--- config.mk ---
export PLATFORM = sky130hd
export DESIGN_NAME = hap_host_port
export DESIGN_NICKNAME = d
export VERILOG_FILES = /design/src/rtl/hap_pkg.sv /design/src/rtl/hap_ctrl_reg.sv /design/src/rtl/hap_decode.sv /design/src/rtl/hap_arb_fsm.sv /design/src/rtl/hap_host_port.sv
export SDC_FILE = /design/constraint.sdc
export NUM_CORES = 1
export LEC_CHECK = 0
export BUFFER_PORTS_ARGS = -buffer_cell sky130_fd_sc_hd__clkbuf_2
export CELL_PAD_IN_SITES_DETAIL_PLACEMENT = 2
export CELL_PAD_IN_SITES_GLOBAL_PLACEMENT = 2
export CORE_AREA = 3 3 77 79
export DETAILED_ROUTE_END_ITERATION = 16
export DIE_AREA = 0 0 80 82
export PLACE_DENSITY_LB_ADDON = 0.12
export SLEW_MARGIN = 20
export SYNTH_ARGS = -nofsm -noshare
export SYNTH_HDL_FRONTEND = slang
export SYNTH_SLANG_ARGS = --single-unit
--- constraint.sdc ---
create_clock -name clk -period 2.7 [get_ports clk]
set_input_delay 0.27 -clock clk [delete_from_list [all_inputs] [get_ports clk]]
set_output_delay 0.27 -clock clk [all_outputs]
set_load 0.02 [all_outputs]
--- src/rtl/hap_pkg.sv ---
package hap_pkg;
    localparam int DATA_W   = 8;
    localparam int ADDR_W   = 6;
    localparam int CHAN_W   = 5;
    localparam int STREAM_W = 3;
    localparam int MEM_AW   = CHAN_W + STREAM_W;

    typedef struct packed {
        logic                split;
        logic                proc_en;
        logic                spare;
        logic [1:0]          msel;
        logic [STREAM_W-1:0] stream;
    } ctrl_t;

    typedef enum logic [1:0] {
        TGT_CML = 2'b00,
        TGT_CMH = 2'b01,
        TGT_DM  = 2'b10
    } mem_tgt_e;

    typedef enum logic [1:0] {
        K_REG  = 2'b00,
        K_NONE = 2'b01,
        K_MEM  = 2'b10,
        K_DROP = 2'b11
    } acc_kind_e;

    typedef enum logic [1:0] {
        S_IDLE  = 2'b00,
        S_WAIT  = 2'b01,
        S_FETCH = 2'b10,
        S_DONE  = 2'b11
    } fsm_e;

    function automatic mem_tgt_e msel_to_tgt(input logic [1:0] msel);
        case (msel)
            2'b00:   return TGT_CML;
            2'b01:   return TGT_CMH;
            default: return TGT_DM;
        endcase
    endfunction
endpackage

--- src/rtl/hap_ctrl_reg.sv ---
module hap_ctrl_reg
    import hap_pkg::*;
#(
    parameter int DW = DATA_W
) (
    input  logic          clk,
    input  logic          rst,
    input  logic          we,
    input  logic [DW-1:0] wdata,
    output ctrl_t         ctrl
);
    always_ff @(posedge clk) begin
        if (rst)     ctrl <= '0;
        else if (we) ctrl <= ctrl_t'(wdata);
    end
endmodule

--- src/rtl/hap_decode.sv ---
module hap_decode
    import hap_pkg::*;
#(
    parameter int AW  = ADDR_W,
    parameter int CW  = CHAN_W,
    parameter int MAW = MEM_AW
) (
    input  logic [AW-1:0]  addr,
    input  logic           is_rd,
    input  ctrl_t          ctrl,
    output acc_kind_e      kind,
    output mem_tgt_e       tgt,
    output logic [MAW-1:0] maddr
);
    always_comb begin
        maddr = {ctrl.stream, addr[CW-1:0]};
        if (ctrl.split) tgt = is_rd ? TGT_DM : TGT_CML;
        else            tgt = msel_to_tgt(ctrl.msel);
        if (!addr[AW-1]) begin
            kind = (addr[1:0] == 2'b00) ? K_REG : K_NONE;
        end else if (tgt == TGT_DM && !is_rd) begin
            kind = K_DROP;
        end else begin
            kind = K_MEM;
        end
    end
endmodule

--- src/rtl/hap_arb_fsm.sv ---
module hap_arb_fsm
    import hap_pkg::*;
#(
    parameter int DW  = DATA_W,
    parameter int MAW = MEM_AW
) (
    input  logic           clk,
    input  logic           rst,
    input  logic           go,
    input  logic           is_rd,
    input  acc_kind_e      kind,
    input  mem_tgt_e       tgt_in,
    input  logic [MAW-1:0] maddr_in,
    input  logic [DW-1:0]  wdata_in,
    input  logic [DW-1:0]  ctrl_rdata,
    input  logic           slot,
    input  logic [DW-1:0]  mem_rdata,
    output logic           mem_req,
    output logic           mem_we,
    output mem_tgt_e       mem_tgt,
    output logic [MAW-1:0] mem_addr,
    output logic [DW-1:0]  mem_wdata,
    output logic           reg_we,
    output logic [DW-1:0]  rdata,
    output logic           ack
);
    fsm_e state, state_nx;
    logic start;

    assign start   = (state == S_IDLE) && go;
    assign reg_we  = start && (kind == K_REG) && !is_rd;
    assign mem_req = (state == S_WAIT) && go && slot;
    assign ack     = (state == S_DONE);

    always_comb begin
        state_nx = state;
        case (state)
            S_IDLE:  if (go) state_nx = (kind == K_MEM) ? S_WAIT : S_DONE;
            S_WAIT:  if (!go)       state_nx = S_IDLE;
                     else if (slot) state_nx = mem_we ? S_DONE : S_FETCH;
            S_FETCH: state_nx = S_DONE;
            S_DONE:  if (!go) state_nx = S_IDLE;
            default: state_nx = S_IDLE;
        endcase
    end

    always_ff @(posedge clk) begin
        if (rst) begin
            state     <= S_IDLE;
            mem_we    <= 1'b0;
            mem_tgt   <= TGT_CML;
            mem_addr  <= '0;
            mem_wdata <= '0;
            rdata     <= '0;
        end else begin
            state <= state_nx;
            if (start) begin
                mem_we    <= !is_rd;
                mem_tgt   <= tgt_in;
                mem_addr  <= maddr_in;
                mem_wdata <= wdata_in;
                rdata     <= (kind == K_REG && is_rd) ? ctrl_rdata : '0;
            end
            if (state == S_FETCH) rdata <= mem_rdata;
        end
    end

    // a memory cycle is used only when the sequencer grants it
    a_r8_req_in_slot: assert property (@(posedge clk) disable iff (rst)
        mem_req |-> slot);
    // one request per access
    a_r10_single_req: assert property (@(posedge clk) disable iff (rst)
        mem_req |=> !mem_req);
    // acknowledge held while the host holds the access
    a_r9_ack_hold: assert property (@(posedge clk) disable iff (rst)
        (ack && go) |=> ack);
    // acknowledge released one cycle after the host lets go
    a_r9_ack_drop: assert property (@(posedge clk) disable iff (rst)
        (ack && !go) |=> !ack);
    // no write ever reaches the data memory
    a_r7_no_dm_write: assert property (@(posedge clk) disable iff (rst)
        (mem_req && mem_we) |-> (mem_tgt != TGT_DM));
endmodule

--- src/rtl/hap_host_port.sv ---
module hap_host_port
    import hap_pkg::*;
#(
    parameter int DW  = DATA_W,
    parameter int AW  = ADDR_W,
    parameter int MAW = MEM_AW
) (
    input  logic           clk,
    input  logic           rst,
    input  logic           host_sel,
    input  logic           host_stb,
    input  logic           host_rd,
    input  logic [AW-1:0]  host_addr,
    input  logic [DW-1:0]  host_wdata,
    output logic [DW-1:0]  host_rdata,
    output logic           host_ack,
    input  logic           tdm_host_slot,
    output logic           mem_req,
    output logic           mem_we,
    output logic [1:0]     mem_tgt,
    output logic [MAW-1:0] mem_addr,
    output logic [DW-1:0]  mem_wdata,
    input  logic [DW-1:0]  mem_rdata,
    output logic           proc_en
);
    ctrl_t          ctrl;
    acc_kind_e      kind;
    mem_tgt_e       dec_tgt;
    mem_tgt_e       cur_tgt;
    logic [MAW-1:0] dec_addr;
    logic           reg_we;
    logic           go;

    assign go      = host_sel && host_stb;
    assign proc_en = ctrl.proc_en;
    assign mem_tgt = cur_tgt;

    hap_ctrl_reg #(.DW(DW)) u_ctrl (
        .clk(clk), .rst(rst), .we(reg_we), .wdata(host_wdata), .ctrl(ctrl)
    );

    hap_decode #(.AW(AW), .CW(CHAN_W), .MAW(MAW)) u_dec (
        .addr(host_addr), .is_rd(host_rd), .ctrl(ctrl),
        .kind(kind), .tgt(dec_tgt), .maddr(dec_addr)
    );

    hap_arb_fsm #(.DW(DW), .MAW(MAW)) u_fsm (
        .clk(clk), .rst(rst), .go(go), .is_rd(host_rd), .kind(kind),
        .tgt_in(dec_tgt), .maddr_in(dec_addr), .wdata_in(host_wdata),
        .ctrl_rdata(DW'(ctrl)), .slot(tdm_host_slot), .mem_rdata(mem_rdata),
        .mem_req(mem_req), .mem_we(mem_we), .mem_tgt(cur_tgt),
        .mem_addr(mem_addr), .mem_wdata(mem_wdata), .reg_we(reg_we),
        .rdata(host_rdata), .ack(host_ack)
    );

    // under split, writes land in low connection memory, reads in data memory
    a_r5_split_route: assert property (@(posedge clk) disable iff (rst)
        (mem_req && ctrl.split) |-> (mem_we ? (cur_tgt == TGT_CML) : (cur_tgt == TGT_DM)));
    // processor enable follows control bit 6
    a_r6_proc_en: assert property (@(posedge clk) disable iff (rst)
        $past(reg_we) |-> (proc_en == $past(host_wdata[6])));
endmodule

==> run summary <==
Crit-path max FO: 15
CTS tree: done
GRT Total Usage: 15.4%
Avg Vias per Cell: 4.90
Reg2Reg Depth: 4
Total CTS buffers: 5
H-Tree Depth: 2
Routed Wire Length: 4.79 mm
Clk Tree Root Cell: clkbuf_8
Area Overhead vs Synth: 30.2%
Skew-Pair Late Insertion Delay: 0.29 ns
Largest net degree at the start of global routing: 38
Initial antenna violation count: 0
WHS Endpoint: u_fsm.mem_addr[4]$_SDFFE_PP0P_
P per Cell Area: 632 mW/mm^2
Count of pins over their slew limit: 0
Peak supply drop: 0.228 mV
Final Power: 0.00122 W
Final hold viol count: 0
DRC errors left: 0
Flop-to-flop setup slack: 1.01 ns
Slew HR: 48.5%
Fill cell count: 653
Hold_buf cts: 0
Die span in y: 82 um
Unrepaired setup endpoints after global routing: false
CP peak stage delay: 0.61 ns
Total negative slack: 0 ns
Global-route wire length before repair: 7.94 mm
Pleak: 0.746 nW
PostCTS Resize Cnt: 0
Ys Warns: 0
Total die area: 0.00656 sq mm
Netlist Area Pre-Place: 0.00149 sq mm
Setup ws final: 0.921 ns
Worst hold path type: in2reg
Remaining Overflow, GRT: 0
Die Width: 80 um
Post-route design area: 0.00194 sq mm
HP Start: host_addr[4]
Core area: 0.00541 sq mm
DRT Pass-1 Iters: 4
Syn Area/Cell: 8.13 sq um
Ratio of cells with drive above 1 in the final layout: 29.7%
Post-synthesis sequential area ratio: 49.8%
#FFs+latches synth: 37
Final Skew: 0.00795 ns
Max clock buf depth: 2
Drt wl/cell: 15.6 um
Clock sinks: 37
Post-CTS setup buffer count: 0
Placed Instances: 300
R2R Path End: u_fsm.mem_tgt[0]$_SDFFE_PP0P_
DR iter-0 viols: 55
Sequence of cells on the critical path: nand2_1, nor3_1, clkbuf_2
Port Buf Inserts: 57
DP HPWL: 3.54 mm
Ant diodes: 0
Outcome: completed
Vias: 1509
Setup crit start kind: register
Mapped Nets: 211
Final Cycle Share: 65.9%
FMAX: 562 MHz
Synth unique cells: 27
Reg2Reg Launch Point: u_fsm.state[0]$_SDFFE_PP0P_
Routed Antenna Nets: 0
Worst setup EP type: output pin
Max cap viols: 0
WS Path Type: reg2out
Worst-path clk slew: 0.08 ns
Worst slack, placed: 1.04 ns
Gpl congestion: 0.698
Min Tclk post-route: 1.78 ns
Placed inst area: 0.00182 sq mm
WP data required: 2.43 ns
# rows: 27
Tightest Pin Transition: 0.773 ns
Hold-critical path depth: 3
Ports: 58
Vias in the first global route: 1694
Non-filler cells in the finished layout: 308
Mapped Cells: 183
Nets: 263
Initial core utilization: 27.5%
Slowest cell on the critical path: dfxtp_1
Crit path arrival time: 1.51 ns
Final setup vio count: 0
Yosys cell counts:
| cell type | count | share of area [%] |
|---|---|---|
| a211oi_1 | 2 | 1.0 |
| a21oi_1 | 27 | 9.1 |
| a221oi_1 | 1 | 0.59 |
| a31oi_1 | 9 | 3.8 |
| and4bb_1 | 1 | 0.84 |
| buf_1 | 1 | 0.25 |
| buf_2 | 7 | 2.4 |
| clkbuf_1 | 6 | 1.5 |
| dfxtp_1 | 37 | 50 |
| inv_1 | 2 | 0.50 |
| mux2i_1 | 1 | 0.67 |
| nand2_1 | 43 | 11 |
| nand3_1 | 16 | 5.4 |
| nand4bb_1 | 1 | 0.76 |
| nor2_1 | 3 | 0.76 |
| nor2b_1 | 1 | 0.42 |
| nor3_1 | 1 | 0.34 |
| nor4_2 | 1 | 0.84 |
| nor4b_4 | 1 | 1.6 |
| o211ai_1 | 1 | 0.50 |
| o21a_1 | 1 | 0.50 |
| o21ai_0 | 10 | 3.4 |
| o21ai_1 | 6 | 2.0 |
| o21bai_1 | 1 | 0.50 |
| or3b_2 | 1 | 0.59 |
| or4_1 | 1 | 0.50 |
| or4b_1 | 1 | 0.67 |
state kept, by name (all words and copies together), names as in the netlist:
name             cells
u_fsm.mem_we         1
u_fsm.mem_wdata      8
u_fsm.mem_addr       8
u_fsm.mem_tgt        2
u_fsm.state          2
u_fsm.rdata          8
u_ctrl.ctrl          8
metrics by stage:
stage | hold WS [ns] | util [%]
after CTS | 0.187 | 35.8
after global placement | 0.446 | 33.6
after floorplan | 0.366 | -
final | 0.188 | 35.8
after global routing | 0.195 | 35.8
after detailed placement | 0.451 | 33.6
how the worst max path moves through the flow:
stage / end / slack [ns] / startpoint
global placement: u_fsm.mem_tgt[0]$_SDFFE_PP0P_ / 1.13 / u_fsm.state[0]$_SDFFE_PP0P_
CTS: mem_req / 0.92 / u_fsm.state[0]$_SDFFE_PP0P_
finish: mem_req / 0.92 / u_fsm.state[0]$_SDFFE_PP0P_
global route: mem_req / 0.85 / u_fsm.state[0]$_SDFFE_PP0P_
floorplan: u_fsm.mem_tgt[0]$_SDFFE_PP0P_ / 1.40 / u_fsm.state[1]$_SDFFE_PP0P_
detailed placement: u_fsm.mem_tgt[0]$_SDFFE_PP0P_ / 1.04 / u_fsm.state[0]$_SDFFE_PP0P_
logic make-up (layout without fill, tap and decap cells):
kind of cell           after synthesis  in the layout  synth area share, %
and+or+nand+nor                     71             71                 23.5
muxes                                1              1                0.673
buffers and inverters               16             69                 4.63
DFF                                 37             37                 49.8
AOI/OAI and AO/OA                   58             58                 21.4
critical path: cells and delay by family (launching register included):
family        cells  cell delay [ns]
flops             1             0.61
buf+inv           1             0.21
simple gates      2             0.40
power by group:
part / total [W] / internal [W] / switching, W
Clock: 0.000509 / 0.000301 / 0.000209
Combinational: 0.000137 / 0.0000463 / 0.0000907
Sequential: 0.000578 / 0.000564 / 0.0000141
layout by cell type (no fill, tap or decap), drive strengths merged, types with 3 or more instances in the layout:
cell type,instances
o21ai,16
a31oi,9
nor2,3
clkbuf,63
a21oi,27
nand2,43
nand3,16
dfxtp,37
metal layers:
metal,track usage (%),routed length (um),vias up
li1,-,-,745
met3,2.85,211,5
met5,0,0,-
met1,17.9,2090,721
met4,5.57,57,0
met2,28.2,2430,38
layout make-up:
class | instances | area [sq um] | area share [%]
clock buffer | 6 | 82.6 | 4.26
clock inverter | 2 | 37.5 | 1.94
inverter | 2 | 7.51 | 0.388
tap | 72 | 90.1 | 4.65
multi-input combinational | 130 | 678 | 35.0
timing repair buffer | 59 | 300 | 15.5
sequential | 37 | 741 | 38.2
(Power assumes the default switching activity.)
